**src/rtl/cellgen_pkg.sv**
```systemverilog
// Package: shared constants and the slot state type of the cell generator.
// Assumes: all probabilities are unsigned fractions of 2^PROB_W.
package cellgen_pkg;

    localparam int unsigned PROB_W = 16;

    typedef enum logic [1:0] {
        ST_OFF  = 2'd0,   // idle slots, waiting for the start draw
        ST_HEAD = 2'd1,   // ON, no cell of the packet emitted yet
        ST_BODY = 2'd2    // ON, at least one cell already emitted
    } slot_state_e;

endpackage

```
**src/rtl/cellgen_lfsr.sv**
```systemverilog
// Module: one draw source, a right-shifting Galois LFSR.
// Assumes: TAPS describes a maximal-length polynomial. The all-zero state is
// never entered, because a zero load or reset value is replaced by 1.
module cellgen_lfsr #(
    parameter int unsigned   W    = 16,
    parameter logic [W-1:0]  TAPS = 16'hB400,
    parameter logic [W-1:0]  SEED = 16'hACE1
) (
    input  logic         clk,
    input  logic         rst_n,
    input  logic         load,
    input  logic [W-1:0] load_val,
    input  logic         step,
    output logic [W-1:0] state
);

    localparam logic [W-1:0] ONE      = {{(W-1){1'b0}}, 1'b1};
    localparam logic [W-1:0] SEED_SAFE = (SEED == '0) ? ONE : SEED;

    logic [W-1:0] load_safe;
    logic [W-1:0] stepped;

    // Replace a zero seed and form the next LFSR value.
    always_comb begin
        load_safe = (load_val == '0) ? ONE : load_val;
        stepped   = (state >> 1) ^ ({W{state[0]}} & TAPS);
    end

    // Hold, load or advance the LFSR state.
    always_ff @(posedge clk) begin
        if (!rst_n) begin
            state <= SEED_SAFE;
        end else if (load) begin
            state <= load_safe;
        end else if (step) begin
            state <= stepped;
        end
    end

endmodule

```
**src/rtl/cellgen_slot_fsm.sv**
```systemverilog
// Module: per-slot ON/OFF control, cell emission and the packet tag.
// Assumes: draw_a and draw_b are fresh random values for the current slot.
// slot_en low means this edge is not a slot: the state holds and the outputs
// go idle.
module cellgen_slot_fsm
    import cellgen_pkg::*;
#(
    parameter int unsigned PW    = 16,
    parameter int unsigned TAG_W = 8
) (
    input  logic             clk,
    input  logic             rst_n,
    input  logic             slot_en,
    input  logic             full_rate,
    input  logic [PW-1:0]    p_start,
    input  logic [PW-1:0]    p_rate,
    input  logic [PW-1:0]    p_last,
    input  logic [PW-1:0]    draw_a,
    input  logic [PW-1:0]    draw_b,
    output logic             cell_valid,
    output logic             cell_sop,
    output logic             cell_eop,
    output logic [TAG_W-1:0] cell_tag
);

    slot_state_e state_q;
    slot_state_e state_d;
    logic        start_hit;
    logic        last_hit;
    logic        rate_hit;
    logic        emit;
    logic        first;

    // Evaluate the draws of this slot against the thresholds.
    always_comb begin
        start_hit = (draw_a < p_start);
        last_hit  = (draw_a < p_last);
        rate_hit  = full_rate || (draw_b < p_rate);
        emit      = (state_q != ST_OFF) && rate_hit;
        first     = (state_q == ST_HEAD);
    end

    // Choose the state of the next slot.
    always_comb begin
        state_d = state_q;
        case (state_q)
            ST_OFF:           if (start_hit) state_d = ST_HEAD;
            ST_HEAD, ST_BODY: if (rate_hit)  state_d = last_hit ? ST_OFF : ST_BODY;
            default:          state_d = ST_OFF;
        endcase
    end

    // Register the state, the slot outputs and the packet tag.
    always_ff @(posedge clk) begin
        if (!rst_n) begin
            state_q    <= ST_OFF;
            cell_valid <= 1'b0;
            cell_sop   <= 1'b0;
            cell_eop   <= 1'b0;
            cell_tag   <= '0;
        end else if (!slot_en) begin
            cell_valid <= 1'b0;
            cell_sop   <= 1'b0;
            cell_eop   <= 1'b0;
        end else begin
            state_q    <= state_d;
            cell_valid <= emit;
            cell_sop   <= emit && first;
            cell_eop   <= emit && last_hit;
            if (emit && first) begin
                cell_tag <= cell_tag + 1'b1;
            end
        end
    end

endmodule

```
**src/rtl/onoff_cell_gen.sv**
```systemverilog
// Module: top of the slotted ON-OFF cell generator.
// Assumes: one slot per clock with en high and seed_load low. Source A drives
// the start and last draws, source B drives the rate draw.
module onoff_cell_gen
    import cellgen_pkg::*;
#(
    parameter int unsigned        TAG_W        = 8,
    parameter logic [PROB_W-1:0]  DEFAULT_SEED = 16'hACE1,
    parameter logic [PROB_W-1:0]  LFSR_TAPS    = 16'hB400
) (
    input  logic              clk,
    input  logic              rst_n,
    input  logic              en,
    input  logic              seed_load,
    input  logic [PROB_W-1:0] seed,
    input  logic              full_rate,
    input  logic [PROB_W-1:0] p_rate,
    input  logic [PROB_W-1:0] p_start,
    input  logic [PROB_W-1:0] p_last,
    output logic              cell_valid,
    output logic              cell_sop,
    output logic              cell_eop,
    output logic [TAG_W-1:0]  cell_tag
);

    localparam int unsigned NUM_SRC = 2;

    logic              slot_en;
    logic [PROB_W-1:0] draw [NUM_SRC];

    // A slot happens on an enabled edge that is not a seed load.
    always_comb slot_en = en && !seed_load;

    for (genvar g = 0; g < NUM_SRC; g++) begin : g_src
        localparam logic [PROB_W-1:0] SRC_SEED = (g == 0) ? DEFAULT_SEED : ~DEFAULT_SEED;
        logic [PROB_W-1:0] ld_val;

        // Source 0 takes the seed and source 1 takes its complement.
        always_comb ld_val = (g == 0) ? seed : ~seed;

        cellgen_lfsr #(
            .W    (PROB_W),
            .TAPS (LFSR_TAPS),
            .SEED (SRC_SEED)
        ) u_lfsr (
            .clk      (clk),
            .rst_n    (rst_n),
            .load     (seed_load),
            .load_val (ld_val),
            .step     (slot_en),
            .state    (draw[g])
        );
    end

    cellgen_slot_fsm #(
        .PW    (PROB_W),
        .TAG_W (TAG_W)
    ) u_fsm (
        .clk        (clk),
        .rst_n      (rst_n),
        .slot_en    (slot_en),
        .full_rate  (full_rate),
        .p_start    (p_start),
        .p_rate     (p_rate),
        .p_last     (p_last),
        .draw_a     (draw[0]),
        .draw_b     (draw[1]),
        .cell_valid (cell_valid),
        .cell_sop   (cell_sop),
        .cell_eop   (cell_eop),
        .cell_tag   (cell_tag)
    );

endmodule

```
**config.mk**
```make
export PLATFORM = sky130hd
export DESIGN_NAME = onoff_cell_gen
export DESIGN_NICKNAME = d
export VERILOG_FILES = /design/src/rtl/cellgen_pkg.sv /design/src/rtl/cellgen_lfsr.sv /design/src/rtl/cellgen_slot_fsm.sv /design/src/rtl/onoff_cell_gen.sv
export SDC_FILE = /design/constraint.sdc
export NUM_CORES = 1
export LEC_CHECK = 0
export BUFFER_PORTS_ARGS = -buffer_cell sky130_fd_sc_hd__buf_2
export CORE_ASPECT_RATIO = 0.6
export CORE_UTILIZATION = 25
export DETAILED_ROUTE_END_ITERATION = 8
export GPL_TIMING_DRIVEN = 0
export PLACE_DENSITY = 0.4
export SLEW_MARGIN = 20
export SYNTH_ARGS = -nofsm -noshare
export SYNTH_HDL_FRONTEND = slang
export SYNTH_SLANG_ARGS = --single-unit
```
**constraint.sdc**
```tcl
create_clock -name clk -period 3.45 [get_ports clk]
set_input_delay 0.69 -clock clk [delete_from_list [all_inputs] [get_ports clk]]
set_output_delay 0.69 -clock clk [all_outputs]
set_load 0.03 [all_outputs]
```
==> run summary <==
Status = complete, no violations
Die H = 91.22 µm
Mapped Cells = 410
Clock insertion delay at the later pin of the skew report = 0.30 ns
Hold Crit Depth = 2
GR Overflow Total = 0
Area of the mapped netlist = 3317 µm²
TritonCTS clock tree = done
# rows = 32
R2r worst-path depth = 8
Max FO, Critical Path = 10
Finished Cell Area = 4096 µm²
Max-Cap Viols = 0
Inst Count DP = 658
Clk pin slew, worst setup/hold paths = 0.07 ns
Arrival time worst endpoint = 3.15 ns
WP data required = 3.64 ns
GRT Total Usage = 0.1633
Worst path slowest cell = nor3_1
Starting DRT DRC Count = 185
Number of gates resized after CTS = 0
Nets = 613
Asr flop ratio synth = 0
RSZ-0062 raised after global routing = false
Lkg Pwr = 1.931 nW
Final setup fails = 0
PD cells = 365.4 nW/µm²
Largest net degree at the start of global routing = 15
DR vias/cell = 4.740
Antenna viol nets, final = 0
Dpl hpwl = 8.640 mm
Register area share after synthesis = 0.2716
# hold bufs at CTS = 0
Post-route minimum period = 2.960 ns
Xor and xnor area share after synthesis = 0.01584
Postcts setup bufs = 0
Count of cell types in the netlist = 46
Non-filler cells, final = 666
Post-route clock period utilization = 0.8579
Main combinational cell family by area after synthesis = simple AND/OR/NAND/NOR gates
Maximum clock rate = 337.9 MHz
Number of flops mapped to enable cells by yosys = 0
CTS H-tree depth = 2
Routed WL = 10.63 mm
Remaining DRCs = 0
Total CTS buffers = 5
Total Die Area = 13750 µm²
Adder-Cell Fraction of Synth Area = 0.1848
Setup CP Type = in2reg
Simple-gate share of the synthesized area = 0.1867
Antenna violations before repair = 0
# diodes = 0
Ports = 80
Kind of end point of the critical path = flip-flop
Area of the core = 12890 µm²
Fin Clk Skew = 0.003523 ns
Layout cells sized above 1 = 0.2198
PortBufs = 78
Yosys synthesis warning count = 0
First-pass GRT wire length = 16.78 mm
Top cell by count, worst path = buf_2
CTS Buffer Depth = 2
Synth Area in Compound Gates = 0.1845
CTS Root Cell = clkbuf_16
Post-place instance area = 3920 µm²
Die Width = 150.7 µm
Syn_area_per_cell = 8.090 µm²
Yosys reg bits = 45
Area Overhead vs Synth = 23.50%
Max_slew headroom = 0.5210
Post-Route Setup TNS = 0 ns
Slew at the pin closest to its max-slew limit = 0.7129 ns
Final slew viol count = 0
Sink Count = 45
Mux cell area share after synthesis = 0.07544
Vias post-DR = 3157
Cell Chain, Critical Path = buf_2, inv_1, ha_1, nand4_1, nor3_1, nand3_2, a31oi_4, buf_2, a21oi_1, o211a_1
Maximum VDD drop = 0.2430 mV
Routed wire per std cell = 15.95 µm
Initial DRT Pass Iterations = 5
Worst path max stage delay = 0.63 ns
Main synth FF type = dfxtp_1
Endpoints failing hold = 0
Net Count, Synth = 528
Setup crit start kind = input pin
Starting Density = 0.2573
Vias in the first global route = 3025
Worst hold path class = reg2reg
Placer Congestion = 0.7734
cells in the final DEF, fill, tap and decap left out, types with 2 or more instances in the layout:
cell type	count
buf_2	80
inv_1	52
ha_1	49
nand2_1	45
dfxtp_1	45
a21oi_1	31
o21ai_0	25
nor2_1	18
mux2_2	16
clkbuf_1	11
nand4_1	10
nand3_1	8
nand2b_1	8
a211oi_1	8
a21o_1	7
nor2b_1	7
mux2i_1	7
o21a_1	6
xnor2_1	6
or4_1	5
nor3_1	5
nor4_1	5
clkbuf_16	5
o31ai_1	4
a41oi_1	3
buf_1	3
nand3b_1	2
o311ai_0	2
nor4b_1	2
critical path: cells and delay by family:
kind | cells | cell delay (ns)
buffers and inverters | 3 | 0.42
AND/OR/NAND/NOR | 3 | 0.98
adder cells (fa/ha/maj) | 1 | 0.30
AO/OA/AOI/OAI | 3 | 0.75
kinds of logic (layout without fill, tap and decap cells):
kind of cell,count (synthesis),count (layout)
mux,23,23
simple gates,122,122
flops,45,45
buf+inv,69,155
compound gates,96,96
fa+ha+maj,49,49
xor+xnor,6,6
power breakdown:
| part | internal, mW | switching, mW |
|---|---|---|
| sequential | 0.548 | 0.0304 |
| clock | 0.362 | 0.227 |
| combinational | 0.149 | 0.181 |
| total | 1.06 | 0.438 |
Yosys cell counts, drive strengths merged (7+ instances only):
library cell	number	area [µm²]
nand2	45	168.9
nand2b	9	63.81
clkbuf	11	41.29
o21ai	25	125.1
a21o	7	52.55
mux2i	7	70.07
mux2	16	180.2
inv	52	195.2
dfxtp	45	900.9
nand3	9	50.05
nor2	18	67.56
ha	49	613.1
nor2b	7	43.79
a211oi	8	60.06
a21oi	31	155.2
nand4	10	62.56
routing by layer:
| metal | global-route usage | wire length, µm | vias to the layer above |
|---|---|---|---|
| met3 | 0.02864 | 650 | 8 |
| li1 | - | - | 1620 |
| met4 | 0.04000 | 96 | 0 |
| met5 | 0 | 0 | - |
| met1 | 0.2716 | 6110 | 1441 |
| met2 | 0.2024 | 3768 | 88 |
worst paths after layout:
kind	slack (ns)	start	end
setup / recovery	0.49	p_rate[15]	u_fsm.state_q[0]
hold / removal	0.48	u_fsm.cell_tag[7]	u_fsm.cell_tag[7]
setup reg to reg	0.64	g_src[1].u_lfsr.state[15]	u_fsm.state_q[0]
hold reg to reg	0.48	u_fsm.cell_tag[7]	u_fsm.cell_tag[7]
layout make-up:
| type | instances | area (µm²) |
|---|---|---|
| Sequential cell | 45 | 900.9 |
| Multi-Input combinational cell | 296 | 2147 |
| Tap cell | 170 | 212.7 |
| Fill cell | 1400 | 8796 |
| Buffer | 17 | 73.82 |
| Inverter | 52 | 195.2 |
| Timing Repair Buffer | 78 | 390.4 |
| Clock buffer | 6 | 138.9 |
| Clock inverter | 2 | 37.54 |
sequential cells by signal (all words and copies together) (netlist names):
name,flops
u_fsm.cell_tag,8
g_src.u_lfsr.state,32
u_fsm.cell_eop,1
u_fsm.cell_sop,1
u_fsm.cell_valid,1
u_fsm.state_q,2
per-stage QoR:
stage	worst slack (ns)	power [mW]	hold slack, ns	util
2_1_floorplan	1.045	0.7923	0.4650	-
3_3_place_gp	0.2597	0.9118	0.4647	0.3041
3_5_place_dp	0.2745	0.9159	0.4701	0.3041
4_1_cts	0.5754	1.511	0.4801	0.3177
5_1_grt	0.3979	1.586	0.5181	0.3177
6_report	0.4902	1.497	0.4751	0.3177
Power figures use the tool's default switching activity.
